`config.mk`:
```
export PLATFORM = sky130hd
export DESIGN_NAME = pkt_tx_seq
export DESIGN_NICKNAME = d
export VERILOG_FILES = /design/src/rtl/pkt_tx_pkg.sv /design/src/rtl/pkt_tx_fifo.sv /design/src/rtl/pkt_tx_bitclk.sv /design/src/rtl/pkt_tx_pn9.sv /design/src/rtl/pkt_tx_crc16.sv /design/src/rtl/pkt_tx_seq.sv
export SDC_FILE = /design/constraint.sdc
export NUM_CORES = 1
export LEC_CHECK = 0
export ABC_AREA = 1
export BUFFER_PORTS_ARGS = -buffer_cell sky130_fd_sc_hd__buf_2
export CORE_UTILIZATION = 60
export DETAILED_ROUTE_END_ITERATION = 8
export PLACE_DENSITY = 0.84
export SYNTH_ARGS = -nofsm -noshare
export SYNTH_HDL_FRONTEND = slang
export SYNTH_SLANG_ARGS = --single-unit
```
`constraint.sdc`:
```
create_clock -name clk_i -period 3.75 [get_ports clk_i]
set_input_delay 0.1875 -clock clk_i [delete_from_list [all_inputs] [get_ports clk_i]]
set_output_delay 0.1875 -clock clk_i [all_outputs]
set_load 0.02 [all_outputs]
```
`src/rtl/pkt_tx_pkg.sv`:
```
package pkt_tx_pkg;

    typedef enum logic [3:0] {
        ST_IDLE,
        ST_WARMUP,
        ST_PREAMBLE,
        ST_SYNC,
        ST_LENGTH,
        ST_PAYLOAD,
        ST_CRC,
        ST_TAIL,
        ST_DONE
    } tx_state_e;

    localparam logic [1:0] MODE_SLEEP = 2'b00;
    localparam logic [1:0] MODE_STBY  = 2'b01;
    localparam logic [1:0] MODE_TX    = 2'b10;

    localparam logic [7:0] PREAMBLE_BYTE = 8'hAA;

endpackage

```
`src/rtl/pkt_tx_fifo.sv`:
```
module pkt_tx_fifo #(
    parameter int DEPTH = 16,
    parameter int WIDTH = 8
) (
    input  logic             clk_i,
    input  logic             rst_ni,
    input  logic             clr_i,
    input  logic             wr_i,
    input  logic [WIDTH-1:0] wdata_i,
    input  logic             rd_i,
    output logic [WIDTH-1:0] rdata_o,
    output logic             empty_o
);
    localparam int AW = $clog2(DEPTH);

    logic [WIDTH-1:0] mem_q [DEPTH];
    logic [AW-1:0]    wr_ptr_q, rd_ptr_q;
    logic [AW:0]      cnt_q;
    logic             full, wr_ok, rd_ok;

    assign empty_o = (cnt_q == '0);
    assign full    = (cnt_q == (AW+1)'(DEPTH));
    assign wr_ok   = wr_i && !full;
    assign rd_ok   = rd_i && !empty_o;
    assign rdata_o = mem_q[rd_ptr_q];

    always_ff @(posedge clk_i) begin
        if (wr_ok && !clr_i) begin
            mem_q[wr_ptr_q] <= wdata_i;
        end
    end

    always_ff @(posedge clk_i or negedge rst_ni) begin
        if (!rst_ni) begin
            wr_ptr_q <= '0;
            rd_ptr_q <= '0;
            cnt_q    <= '0;
        end else if (clr_i) begin
            wr_ptr_q <= '0;
            rd_ptr_q <= '0;
            cnt_q    <= '0;
        end else begin
            if (wr_ok) wr_ptr_q <= wr_ptr_q + AW'(1);
            if (rd_ok) rd_ptr_q <= rd_ptr_q + AW'(1);
            if (wr_ok && !rd_ok)      cnt_q <= cnt_q + (AW+1)'(1);
            else if (rd_ok && !wr_ok) cnt_q <= cnt_q - (AW+1)'(1);
        end
    end
endmodule

```
`src/rtl/pkt_tx_bitclk.sv`:
```
module pkt_tx_bitclk #(
    parameter int CLKS_PER_BIT = 4
) (
    input  logic clk_i,
    input  logic rst_ni,
    output logic tick_o
);
    localparam int            CW   = $clog2(CLKS_PER_BIT);
    localparam logic [CW-1:0] LAST = CW'(CLKS_PER_BIT - 1);

    logic [CW-1:0] cnt_q;

    always_ff @(posedge clk_i or negedge rst_ni) begin
        if (!rst_ni)            cnt_q <= '0;
        else if (cnt_q == LAST) cnt_q <= '0;
        else                    cnt_q <= cnt_q + CW'(1);
    end

    assign tick_o = (cnt_q == LAST);
endmodule

```
`src/rtl/pkt_tx_pn9.sv`:
```
module pkt_tx_pn9 (
    input  logic clk_i,
    input  logic rst_ni,
    input  logic seed_i,
    input  logic step_i,
    output logic bit_o
);
    logic [8:0] lfsr_q;

    always_ff @(posedge clk_i or negedge rst_ni) begin
        if (!rst_ni)     lfsr_q <= 9'h1FF;
        else if (seed_i) lfsr_q <= 9'h1FF;
        else if (step_i) lfsr_q <= {lfsr_q[0] ^ lfsr_q[5], lfsr_q[8:1]};
    end

    assign bit_o = lfsr_q[0];
endmodule

```
`src/rtl/pkt_tx_crc16.sv`:
```
module pkt_tx_crc16 #(
    parameter logic [15:0] POLY = 16'h1021,
    parameter logic [15:0] SEED = 16'hFFFF
) (
    input  logic clk_i,
    input  logic rst_ni,
    input  logic init_i,
    input  logic feed_i,
    input  logic shift_i,
    input  logic bit_i,
    output logic msb_o
);
    logic [15:0] crc_q;
    logic        fb;

    assign fb    = crc_q[15] ^ bit_i;
    assign msb_o = crc_q[15];

    always_ff @(posedge clk_i or negedge rst_ni) begin
        if (!rst_ni)      crc_q <= SEED;
        else if (init_i)  crc_q <= SEED;
        else if (feed_i)  crc_q <= {crc_q[14:0], 1'b0} ^ (fb ? POLY : 16'h0000);
        else if (shift_i) crc_q <= {crc_q[14:0], 1'b0};
    end
endmodule

```
`src/rtl/pkt_tx_seq.sv`:
```
module pkt_tx_seq
    import pkt_tx_pkg::*;
#(
    parameter int FIFO_DEPTH    = 16,
    parameter int CLKS_PER_BIT  = 4,
    parameter int WARMUP_CYCLES = 16,
    parameter int PRE_W         = 4
) (
    input  logic             clk_i,
    input  logic             rst_ni,
    input  logic [1:0]       mode_i,
    input  logic             wr_en_i,
    input  logic [7:0]       wr_data_i,
    input  logic [PRE_W-1:0] pre_len_i,
    input  logic [1:0]       sync_len_i,
    input  logic [31:0]      sync_word_i,
    input  logic             var_len_i,
    input  logic [7:0]       fixed_len_i,
    input  logic             crc_en_i,
    input  logic             white_en_i,
    input  logic             manch_en_i,
    output logic             ser_data_o,
    output logic             ser_bit_en_o,
    output logic             tx_done_o,
    output logic             fifo_nempty_o
);
    localparam int WCW = $clog2(WARMUP_CYCLES + 1);

    tx_state_e state_q, state_d;

    logic           tick, fifo_empty, pn_bit, crc_msb;
    logic [7:0]     fifo_head, head_or_zero, load_val;
    logic [7:0]     shreg_q, byte_cnt_q, pay_len_q;
    logic [2:0]     bit_idx_q;
    logic [WCW-1:0] warm_cnt_q;
    logic           manch_ph_q, tail_cnt_q;
    logic           in_tx, emitting, warm_done, tail_last;
    logic           raw_bit, white_act, coded_bit, chip;
    logic           chip_slot, bit_done, byte_done, sec_last, sec_end;
    logic           start, sec_change, load_new, fifo_pop, fifo_clr;
    logic [1:0]     sync_idx;
    tx_state_e      pay_next;

    function automatic logic [7:0] sync_byte(input logic [31:0] w, input logic [1:0] i);
        return w[8*(3-int'(i)) +: 8];
    endfunction

    // ---------------- sub-blocks ----------------
    pkt_tx_bitclk #(.CLKS_PER_BIT(CLKS_PER_BIT)) bitclk_i (
        .clk_i  (clk_i),
        .rst_ni (rst_ni),
        .tick_o (tick)
    );

    pkt_tx_fifo #(.DEPTH(FIFO_DEPTH), .WIDTH(8)) fifo_i (
        .clk_i   (clk_i),
        .rst_ni  (rst_ni),
        .clr_i   (fifo_clr),
        .wr_i    (wr_en_i && (mode_i == MODE_STBY)),
        .wdata_i (wr_data_i),
        .rd_i    (fifo_pop),
        .rdata_o (fifo_head),
        .empty_o (fifo_empty)
    );

    pkt_tx_pn9 pn9_i (
        .clk_i  (clk_i),
        .rst_ni (rst_ni),
        .seed_i (start),
        .step_i (bit_done && white_act),
        .bit_o  (pn_bit)
    );

    pkt_tx_crc16 crc_i (
        .clk_i   (clk_i),
        .rst_ni  (rst_ni),
        .init_i  (start),
        .feed_i  (bit_done && crc_en_i && (state_q inside {ST_LENGTH, ST_PAYLOAD})),
        .shift_i (bit_done && (state_q == ST_CRC)),
        .bit_i   (raw_bit),
        .msb_o   (crc_msb)
    );

    // ---------------- chip datapath ----------------
    assign in_tx     = (mode_i == MODE_TX);
    assign emitting  = state_q inside {ST_PREAMBLE, ST_SYNC, ST_LENGTH, ST_PAYLOAD, ST_CRC};
    assign raw_bit   = (state_q == ST_CRC) ? crc_msb : shreg_q[7];
    assign white_act = white_en_i && (state_q inside {ST_PAYLOAD, ST_CRC});
    assign coded_bit = raw_bit ^ (white_act & pn_bit);
    assign chip      = (manch_en_i && manch_ph_q) ? ~coded_bit : coded_bit;
    assign chip_slot = tick && emitting && in_tx;
    assign bit_done  = chip_slot && (!manch_en_i || manch_ph_q);
    assign byte_done = bit_done && (bit_idx_q == 3'd7);

    always_comb begin
        unique case (state_q)
            ST_PREAMBLE: sec_last = (byte_cnt_q == 8'(pre_len_i) - 8'd1);
            ST_SYNC:     sec_last = (byte_cnt_q == 8'(sync_len_i));
            ST_LENGTH:   sec_last = 1'b1;
            ST_PAYLOAD:  sec_last = (byte_cnt_q == pay_len_q - 8'd1);
            ST_CRC:      sec_last = (byte_cnt_q == 8'd1);
            default:     sec_last = 1'b0;
        endcase
    end

    assign sec_end   = byte_done && sec_last;
    assign warm_done = (warm_cnt_q == WCW'(WARMUP_CYCLES));
    assign tail_last = manch_en_i ? tail_cnt_q : 1'b1;
    assign pay_next  = (pay_len_q != 8'd0) ? ST_PAYLOAD : (crc_en_i ? ST_CRC : ST_TAIL);

    // ---------------- next-state logic ----------------
    always_comb begin
        state_d = state_q;
        unique case (state_q)
            ST_IDLE:     if (in_tx) state_d = ST_WARMUP;
            ST_WARMUP:   if (warm_done && !fifo_empty)
                             state_d = (pre_len_i != '0) ? ST_PREAMBLE : ST_SYNC;
            ST_PREAMBLE: if (sec_end) state_d = ST_SYNC;
            ST_SYNC:     if (sec_end) state_d = var_len_i ? ST_LENGTH : pay_next;
            ST_LENGTH:   if (sec_end) state_d = pay_next;
            ST_PAYLOAD:  if (sec_end) state_d = crc_en_i ? ST_CRC : ST_TAIL;
            ST_CRC:      if (sec_end) state_d = ST_TAIL;
            ST_TAIL:     if (tick && tail_last) state_d = ST_DONE;
            ST_DONE:     state_d = ST_DONE;
            default:     state_d = ST_IDLE;
        endcase
        if (!in_tx) state_d = ST_IDLE;
    end

    // ---------------- load / pop control ----------------
    assign start        = (state_q == ST_WARMUP) && (state_d inside {ST_PREAMBLE, ST_SYNC});
    assign sec_change   = (state_d != state_q);
    assign load_new     = (start || byte_done) &&
                          (state_d inside {ST_PREAMBLE, ST_SYNC, ST_LENGTH, ST_PAYLOAD});
    assign head_or_zero = fifo_empty ? 8'h00 : fifo_head;
    assign sync_idx     = (state_q != ST_SYNC) ? 2'd0 : 2'(byte_cnt_q + 8'd1);
    assign fifo_pop     = load_new && (state_d inside {ST_LENGTH, ST_PAYLOAD}) && !fifo_empty;
    assign fifo_clr     = (state_q == ST_TAIL) && (state_d == ST_DONE);

    always_comb begin
        unique case (state_d)
            ST_PREAMBLE: load_val = PREAMBLE_BYTE;
            ST_SYNC:     load_val = sync_byte(sync_word_i, sync_idx);
            default:     load_val = head_or_zero;
        endcase
    end

    // ---------------- state register ----------------
    always_ff @(posedge clk_i or negedge rst_ni) begin
        if (!rst_ni) state_q <= ST_IDLE;
        else         state_q <= state_d;
    end

    // ---------------- counters and shifter ----------------
    always_ff @(posedge clk_i or negedge rst_ni) begin
        if (!rst_ni) begin
            warm_cnt_q <= '0;
            shreg_q    <= '0;
            bit_idx_q  <= '0;
            manch_ph_q <= 1'b0;
            byte_cnt_q <= '0;
            pay_len_q  <= '0;
            tail_cnt_q <= 1'b0;
        end else begin
            if (state_q == ST_WARMUP) begin
                if (!warm_done) warm_cnt_q <= warm_cnt_q + WCW'(1);
            end else begin
                warm_cnt_q <= '0;
            end

            if (load_new)      shreg_q <= load_val;
            else if (bit_done) shreg_q <= {shreg_q[6:0], 1'b0};

            if (start)         bit_idx_q <= '0;
            else if (bit_done) bit_idx_q <= bit_idx_q + 3'd1;

            if (start)                        manch_ph_q <= 1'b0;
            else if (chip_slot && manch_en_i) manch_ph_q <= ~manch_ph_q;

            if (sec_change)     byte_cnt_q <= '0;
            else if (byte_done) byte_cnt_q <= byte_cnt_q + 8'd1;

            if (start)                                  pay_len_q <= fixed_len_i;
            else if (load_new && state_d == ST_LENGTH)  pay_len_q <= head_or_zero;

            if (sec_change)                       tail_cnt_q <= 1'b0;
            else if (tick && state_q == ST_TAIL)  tail_cnt_q <= ~tail_cnt_q;
        end
    end

    // ---------------- outputs ----------------
    logic ser_data_q, ser_en_q;

    always_ff @(posedge clk_i or negedge rst_ni) begin
        if (!rst_ni) begin
            ser_data_q <= 1'b0;
            ser_en_q   <= 1'b0;
        end else begin
            ser_en_q   <= chip_slot;
            ser_data_q <= chip_slot ? chip : 1'b0;
        end
    end

    assign ser_data_o    = ser_data_q;
    assign ser_bit_en_o  = ser_en_q;
    assign tx_done_o     = (state_q == ST_DONE);
    assign fifo_nempty_o = !fifo_empty;

endmodule

```
# Yosys cells after proc, flatten, opt, wreduce, memory -nomap -nowiden
# Memory sizes are Yosys's and may differ from the RTL's.
# Index checks and enable logic that the tools add are counted.
[op_classes]
shift = 1
eq_ne = 26
mux = 51
bitwise = 8
n_addsub = 11
reduce_logical = 56
[ops]
columns = ["cell", "n"]
rows = [
  ["2-to-1 mux 4 bit", 14],
  ["2-to-1 mux 8 bit", 7],
  ["2-to-1 mux 16 bit", 3],
  ["one-hot mux 4 bit (9 select lines)", 1],
  ["indexed part select 32 x 6 -> 8 bit", 1],
  ["logical AND 1 bit", 27],
  ["nonzero test 2 bit", 13],
  ["2-to-1 mux 5 bit", 5],
  ["equality test 4 x 3 -> 1 bit, second input constant", 6],
  ["2-to-1 mux 9 bit", 2],
  ["equality test 4 x 2 -> 1 bit, second input constant", 4],
  ["equality test 8 bit", 2],
  ["one-hot mux 8 bit (2 select lines)", 1],
  ["XOR 16 bit", 1],
  ["2-to-1 mux 13 bit", 1],
  ["2-to-1 mux 1 bit", 12],
  ["adder 5 x 1 -> 5 bit, second input constant", 2],
  ["equality test 5 bit, second input constant", 2],
  ["adder 4 x 1 -> 4 bit, second input constant", 2],
  ["adder 8 x 1 -> 8 bit, second input constant", 1],
  ["equality test 4 bit, second input constant", 2],
  ["equality test 8 x 1 -> 1 bit, second input constant", 1],
  ["equality test 8 x 2 -> 1 bit", 1],
  ["nonzero test 4 bit", 2],
  ["other kinds (26)", 40],
]
[word_totals]
mem_bits_rw = 128
memories = 1
register_bits = 80
wordCells = 170
inputBits = 63
[mem_list]
columns = ["memory", "depth", "word_bits", "rd", "rd_clocked_by_memory_dff", "write_ports", "line", "rtl"]
rows = [
  ["fifo_i.mem_q", 16, 8, 1, 0, 1, "pkt_tx_fifo.sv:16", "logic [WIDTH-1:0] mem_q [DEPTH];"],
]

# Logic depth before layout (Yosys ltp)
[depth]
ltp_word = 22
ltp_mapped = 28

# Cells and area by module
# From an unflattened synthesis, not the netlist that was laid out.
[unflattened]
cells_unflattened = 1115
hier_area_um2 = 10503.8
[modules_own_cells]
columns = ["mod", "cells_each", "area_each_um2", "n_inst", "seq_area_each_um2"]
rows = [
  ["pkt_tx_fifo", 502, 6035.8, 1, 4169.0],
  ["pkt_tx_seq", 499, 3306.9, 1, 1001.0],
  ["pkt_tx_crc16", 68, 713.2, 1, 420.4],
  ["pkt_tx_pn9", 42, 381.6, 1, 236.5],
  ["pkt_tx_bitclk", 4, 66.3, 1, 50.0],
]

# Least setup slack after synthesis
# OpenSTA, ideal clock, no wires.
[synth_path]
kind = "reg2reg"
startpoint = "register state_q[3]"
endpoint = "register pay_len_q[5]"
required_ns = 3.624
stages_incl_launch_ff = 22
setup_slack_ns = 1.047
setup_ns = 0.126
arrival_time_ns = 2.577
period_less_slack_ns = 2.703
cell_sequence = "dfrtp_1 -> inv_2 -> nand2_2 -> o21ai_1 -> inv_2 -> nor3_4 -> inv_2 -> a21oi_2 -> nand2_2 -> inv_2 -> nand2_4 -> o21ai_2 -> nand3_2 -> nand2_1 -> inv_2 -> nand3_4 -> inv_2 -> buf_4 -> nand2_1 -> o21ai_1 -> nand2_1 -> o21ai_0"
[synth_via]
elab_chain_len = 17
[synth_rtl]
columns = ["element", "line", "rtl"]
rows = [
  ["start: declaration", "pkt_tx_seq.sv:29", "tx_state_e state_q, state_d;"],
  ["start signal: assignment", "pkt_tx_seq.sv:151", "else state_q <= state_d;"],
  ["equality test 4 x 2 -> 1 bit / equality test 4 x 3 -> 1 bit (equally long branches)", "pkt_tx_seq.sv:86", "assign emitting = state_q inside {ST_PREAMBLE, ST_SYNC, ST_LENGTH, ST_PAYLOAD, ST_CRC};"],
  ["nonzero test 5 bit (*)", "pkt_tx_seq.sv:86", ""],
  ["logical AND 1 bit (*) (2 in a row)", "pkt_tx_seq.sv:91", "assign chip_slot = tick && emitting && in_tx;"],
  ["net chip_slot", "pkt_tx_seq.sv:39", "logic chip_slot, bit_done, byte_done, sec_last, sec_end;"],
  ["logical AND 1 bit (*)", "pkt_tx_seq.sv:92", "assign bit_done = chip_slot && (!manch_en_i || manch_ph_q);"],
  ["logical AND 1 bit (*)", "pkt_tx_seq.sv:93", "assign byte_done = bit_done && (bit_idx_q == 3'd7);"],
  ["logical AND 1 bit (*)", "pkt_tx_seq.sv:106", "assign sec_end = byte_done && sec_last;"],
  ["2-to-1 mux 4 bit, on equally long branches", "n/a", ""],
  ["[... 2 more ...]", "n/a", ""],
  ["net state_d[1]", "pkt_tx_seq.sv:29", ""],
  ["equality test 4 x 2 -> 1 bit", "pkt_tx_seq.sv:131, pkt_tx_seq.sv:134", ""],
  ["nonzero test 2 bit", "pkt_tx_seq.sv:131", "assign start = (state_q == ST_WARMUP) && (state_d inside {ST_PREAMBLE, ST_SYNC});"],
  ["logical AND 1 bit", "pkt_tx_seq.sv:131", ""],
  ["logical OR 1 bit", "pkt_tx_seq.sv:133", "assign load_new = (start || byte_done) &&"],
  ["logical AND 1 bit", "pkt_tx_seq.sv:133", ""],
  ["logical AND 1 bit", "pkt_tx_seq.sv:184", "else if (load_new && state_d == ST_LENGTH) pay_len_q <= head_or_zero;"],
  ["nonzero test 2 bit (no line)", "n/a", ""],
  ["end signal: assignment", "pkt_tx_seq.sv:183", "if (start) pay_len_q <= fixed_len_i;"],
  ["end signal: assignment", "pkt_tx_seq.sv:184", ""],
  ["end: declaration", "pkt_tx_seq.sv:33", "logic [7:0] shreg_q, byte_cnt_q, pay_len_q;"],
]
# Mark *: on every way through the listed nets, which the timed path passes. The rest lies on a longest branch.
# A chain may end at the register's enable or synchronous reset.

# Final worst setup path
[layout_path]
startpoint = "register state_q[3]"
endpoint = "register bit_idx_q[2]"
[layout_via]
elab_chain_len = 14
[layout_rtl]
columns = ["element", "line", "rtl"]
rows = [
  ["equality test 4 x 2 -> 1 bit / equality test 4 x 3 -> 1 bit (equally long branches)", "pkt_tx_seq.sv:86", ""],
  ["nonzero test 5 bit (*)", "pkt_tx_seq.sv:86", ""],
  ["logical AND 1 bit (*) (2 in a row)", "pkt_tx_seq.sv:91", ""],
  ["net chip_slot", "pkt_tx_seq.sv:39", ""],
  ["logical AND 1 bit (*)", "pkt_tx_seq.sv:92", ""],
  ["logical AND 1 bit (*)", "pkt_tx_seq.sv:93", ""],
  ["logical AND 1 bit (*)", "pkt_tx_seq.sv:106", ""],
  ["2-to-1 mux 4 bit, on equally long branches", "n/a", ""],
  ["one-hot mux 4 bit (9 select lines) (*)", "pkt_tx_seq.sv:114", "unique case (state_q)"],
  ["2-to-1 mux 4 bit (*)", "pkt_tx_seq.sv:127", "if (!in_tx) state_d = ST_IDLE;"],
  ["net state_d[1]", "pkt_tx_seq.sv:29", ""],
  ["equality test 4 x 2 -> 1 bit", "pkt_tx_seq.sv:131", ""],
  ["nonzero test 2 bit (*)", "pkt_tx_seq.sv:131", ""],
  ["logical AND 1 bit (*)", "pkt_tx_seq.sv:131", ""],
  ["2-to-1 mux 3 bit / nonzero test 2 bit (equally long branches)", "n/a", ""],
  ["end signal: assignment", "pkt_tx_seq.sv:175", "else if (bit_done) bit_idx_q <= bit_idx_q + 3'd1;"],
  ["end: declaration", "pkt_tx_seq.sv:34", "logic [2:0] bit_idx_q;"],
]
# Marks and branches as above.

==> impl_summary.md <==
Clocking
The root buffer cell is sky130_fd_sc_hd__clkbuf_16. The clock input transition at the sequential cells of the worst setup and hold paths is 0.06 ns. Counting the buffers created by CTS gives 23. The number of sinks handled by clock tree synthesis is 208. CTS built an H-tree with a depth of 1. TritonCTS built the clock tree. At the later pin of the worst-skew pair, clock insertion delay measures 0.52 ns.

The maximum number of buffers from clock root to sink is 3.

Synth
The sequential fraction of the synthesis area is 57.4%. By area the synthesized netlist is led by sky130_fd_sc_hd__edfxtp_1 (38%), sky130_fd_sc_hd__dfrtp_1 (13%), sky130_fd_sc_hd__nand2_1 (8.3%). The mean instance size in the synthesized netlist is 9.57 µm². The number of different library cells used by synthesis comes to 49. The largest total area in the synthesized netlist belongs to sky130_fd_sc_hd__edfxtp_1. Counting flops and latches in the post-synthesis netlist gives 208. The most used flip-flop cell after synthesis is sky130_fd_sc_hd__edfxtp_1. Of all flip-flops after synthesis, the portion carrying an async set or reset was 38.5%. After synthesis the cells add up to 10200 µm². The cell count after synthesis came out at 1070. Yosys printed 0 warnings. In this run, synthesis inferred 128 flip-flops with an integrated enable. The post-synthesis net count is 1151. Of the post-synthesis cell area, the dominant cell type holds 37.5%.

Drt
Detailed routing placed a total of 12600 µm of wire on met2. The wire length after detailed routing is 24700 µm. In this run the remaining antenna-violating nets after routing total 0. The via count of the routed design is 8003. The detailed router finished its first iteration with 680 violations. The wire length per cell after detailed routing is 17.8 µm.

The number of vias per cell is 5.77. The uppermost layer routed is met4. Wire segments on met3 add up to 1580 µm in the final route. After detailed routing, the wire length on met1 is 10000 µm. In the routed design, unresolved DRC markers number 0. The first-pass iteration count of the detailed router is 5.

Cells and area
The synthesis-to-layout area growth is 14.3%. In the final layout, the share of cells above drive strength 1 is 16.8%. The number of nets in the layout is 1230. The number of antenna diodes in the final layout is 0.

The post-layout utilization of the core is 70.3%.

Critical path
STA classifies the critical path startpoint as a flip-flop. At the worst endpoint, the required time is 4.15 ns. The setup path with the least slack is of type reg2reg. The delay of the slowest cell on the worst path is 0.47 ns. The worst setup path is captured at a flip-flop. By instance count, the cell type seen most on the critical path is sky130_fd_sc_hd__inv_2. The maximum fanout along the worst path is 9.

The critical path goes through nor2_1 -> nand2_1 -> o21ai_1 -> inv_2 -> nor3_4 -> inv_2 -> a21oi_2 -> nand2_2 -> inv_4 -> nand2_4 -> nand2_2 -> nand3_2 -> nand3_2 -> nand2_1 -> inv_2 -> nand3_4 -> buf_4 -> nand2_2 -> inv_2 -> a22oi_1 -> inv_1. The data arrival time of the worst path is 3.87 ns. The cell at the slowest stage of the critical path is sky130_fd_sc_hd__dfrtp_1.

Power and ir drop
In this run the static leakage power is 4.95 nW. The share of total power dissipated in the clock network is 43.8%. The design internal power is 4.29 mW. The total power per unit cell area is 481 nW/µm². The worst supply voltage drop on vdd is 0.505 mV.

For this design the total switching power over the nets is 1.34 mW. The fraction of power consumed by sequential logic is 46.6%. Of the total power, the share spent switching nets is 23.9%. Combinational cells account for 9.6% of the total power.

Floorplan
The effective utilization at floorplan is 61.5%. The die covers 17600 µm². In this run the core area contains 47 standard-cell rows. In this run the horizontal extent of the chip is 133 µm. The height of the die is 133 µm. The region available for standard cell placement spans 16600 µm². The top-level I/O count is 67.

Timing
Counting I/O delays and the setup requirement, the final critical path takes 3.47 ns. The final hold violation count was 0. The worst hold margin is 0.0131 ns. Clock skew on the completed layout was measured at 0.00788 ns.

The total count of max-transition violations in the final report is 0. The normalized max-slew margin is 45.1%. The final-layout setup total negative slack is 0 ns. The upper clock frequency limit is 288 MHz.

Setup repair after global routing left no endpoint under its margin. For the pin with the worst max-slew slack, the measured transition is 0.821 ns. The setup violation total in the final timing report is 0.

The post-route clock period utilization is 92.5%.

Placement
The placer congestion estimate is 0.949. The number of buffer cells added on primary ports is 66. Summed over all nets, the half-perimeter wirelength after detailed placement is 16900 µm.

GRT
Global routing used 28.4% of the available tracks across all layers. Entering global routing, the biggest net connects 49 pins. The first global-routing pass estimated 39100 µm of wire.

The number of antenna violations at the first check in global routing is 0. The total overflow reported by the global router is 0. The number of global-route vias before repair was 7811.

Run status
The flow ran to the end, and the final reports show no timing, DRC or antenna violations.

Worst hold path
The worst hold path class is in2reg.

Job
The max-cap violation count is 0.
[worst max-delay path: cells and delay by family (launching register included)]
kind            cells  cell delay, ns
compound gates      3            0.53
buf+inv             7            0.85
flops               1            0.47
simple gates       11            1.51
[kinds of logic after synthesis]
group           Yosys count  synth area share [%]
buf+inv                 139                  5.45
compound gates          204                  11.5
simple gates            465                  20.2
mux                      15                  1.47
fa+ha+maj                18                  2.27
xor+xnor                 21                  1.80
flops                   208                  57.4
[metal layers]
metal,vias up,GRT usage (%)
met5,-,0
met4,0,8.17
met3,40,4.29
met2,313,50.5
met1,3829,36.0
li1,3821,-
[synthesized netlist by cell type, types with 15 or more instances]
cell type and number:
sky130_fd_sc_hd__clkbuf_1 22, sky130_fd_sc_hd__nor2_1 110, sky130_fd_sc_hd__dfrtp_1 55, sky130_fd_sc_hd__xor2_1 19, sky130_fd_sc_hd__edfxtp_1 128, sky130_fd_sc_hd__nand3_1 60, sky130_fd_sc_hd__mux2i_1 15, sky130_fd_sc_hd__inv_1 93
sky130_fd_sc_hd__o22ai_1 15, sky130_fd_sc_hd__nand2_1 226, sky130_fd_sc_hd__dfstp_2 25, sky130_fd_sc_hd__a21oi_1 54, sky130_fd_sc_hd__ha_1 17, sky130_fd_sc_hd__o21ai_0 77
[what timing repair did]
item / in CTS / in global routing
hold endpoints to repair: 41 / 0
gates resized for setup: 0 / 4
buffers inserted: 0 / 4
setup endpoints to repair: 0 / 43
hold buffers: 5 / 0
[registers in the layout (all words and copies together), names as in the netlist]
name             flops
fifo_i.mem_q       128
crc_i.crc_q         16
pn9_i.lfsr_q         9
byte_cnt_q           8
pay_len_q            8
shreg_q              8
fifo_i.cnt_q         5
warm_cnt_q           5
fifo_i.rd_ptr_q      4
fifo_i.wr_ptr_q      4
state_q              4
bit_idx_q            3
bitclk_i.cnt_q       2
manch_ph_q           1
ser_bit_en_o         1
ser_data_o           1
tail_cnt_q           1
[worst paths after layout]
check / from / to / cells past startpoint / slack, ns
max in group asynchronous: rst_ni / pn9_i.lfsr_q[3]$_DFFE_PN1P_ / 3 / 2.65
hold / removal: fixed_len_i[5] / pay_len_q[5]$_DFFE_PN0P_ / 5 / 0.01
hold reg to reg: bitclk_i.cnt_q[0]$_DFF_PN0_ / bitclk_i.cnt_q[0]$_DFF_PN0_ / 1 / 0.42
setup / recovery: state_q[3]$_DFF_PN0_ / bit_idx_q[2]$_DFFE_PN0P_ / 21 / 0.28
min in group asynchronous: rst_ni / byte_cnt_q[2]$_DFFE_PN0P_ / 2 / 0.21
setup reg to reg: state_q[3]$_DFF_PN0_ / bit_idx_q[2]$_DFFE_PN0P_ / 21 / 0.28
[final cells by class]
class	instances	area, µm²
timing repair buffer	86	495
fill	1170	4940
clock buffer	27	591
clock inverter	15	246
inverter	106	403
tap	220	275
sequential	208	5880
multi-input combinational	724	3820
[metrics by stage]
step           power [mW]  std cells  area (µm²)  worst slack, ns
2_1_floorplan        2.97       1070       10200             1.05
3_3_place_gp         3.16       1334       10800            0.281
3_5_place_dp         3.18       1334       10800            0.166
4_1_cts              5.64       1381       11700            0.153
5_1_grt              5.81       1386       11700          0.00425
6_report             5.63       1386       11700            0.283
[power by group through the flow]
stage	clock [mW]	combinational [mW]	sequential (mW)
2_1_floorplan	0	0.332	2.64
3_3_place_gp	0	0.498	2.66
3_5_place_dp	0	0.521	2.66
4_1_cts	2.48	0.538	2.62
5_1_grt	2.57	0.608	2.63
6_report	2.47	0.540	2.62
[layout by cell type (no fill, tap or decap), types with 11 or more instances in the layout]
| master | Yosys | layout |
|---|---|---|
| sky130_fd_sc_hd__dfrtp_1 | 55 | 54 |
| sky130_fd_sc_hd__nand3_1 | 60 | 60 |
| sky130_fd_sc_hd__o22ai_1 | 15 | 15 |
| sky130_fd_sc_hd__nand2_2 | 11 | 12 |
| sky130_fd_sc_hd__o211ai_1 | 13 | 13 |
| sky130_fd_sc_hd__buf_2 | 2 | 65 |
| sky130_fd_sc_hd__xor2_1 | 19 | 19 |
| sky130_fd_sc_hd__inv_1 | 93 | 93 |
| sky130_fd_sc_hd__ha_1 | 17 | 17 |
| sky130_fd_sc_hd__clkbuf_16 | 0 | 23 |
| sky130_fd_sc_hd__nor3_1 | 14 | 14 |
| sky130_fd_sc_hd__o21ai_0 | 77 | 77 |
| sky130_fd_sc_hd__nand2_1 | 226 | 225 |
| sky130_fd_sc_hd__edfxtp_1 | 128 | 128 |
| sky130_fd_sc_hd__buf_4 | 3 | 16 |
| sky130_fd_sc_hd__inv_2 | 13 | 11 |
| sky130_fd_sc_hd__a21oi_1 | 54 | 54 |
| sky130_fd_sc_hd__nor2_1 | 110 | 110 |
| sky130_fd_sc_hd__mux2i_1 | 15 | 15 |
| sky130_fd_sc_hd__o21ai_1 | 12 | 12 |
| sky130_fd_sc_hd__dfstp_2 | 25 | 25 |
Note: power is estimated with default switching activity, not from simulation.
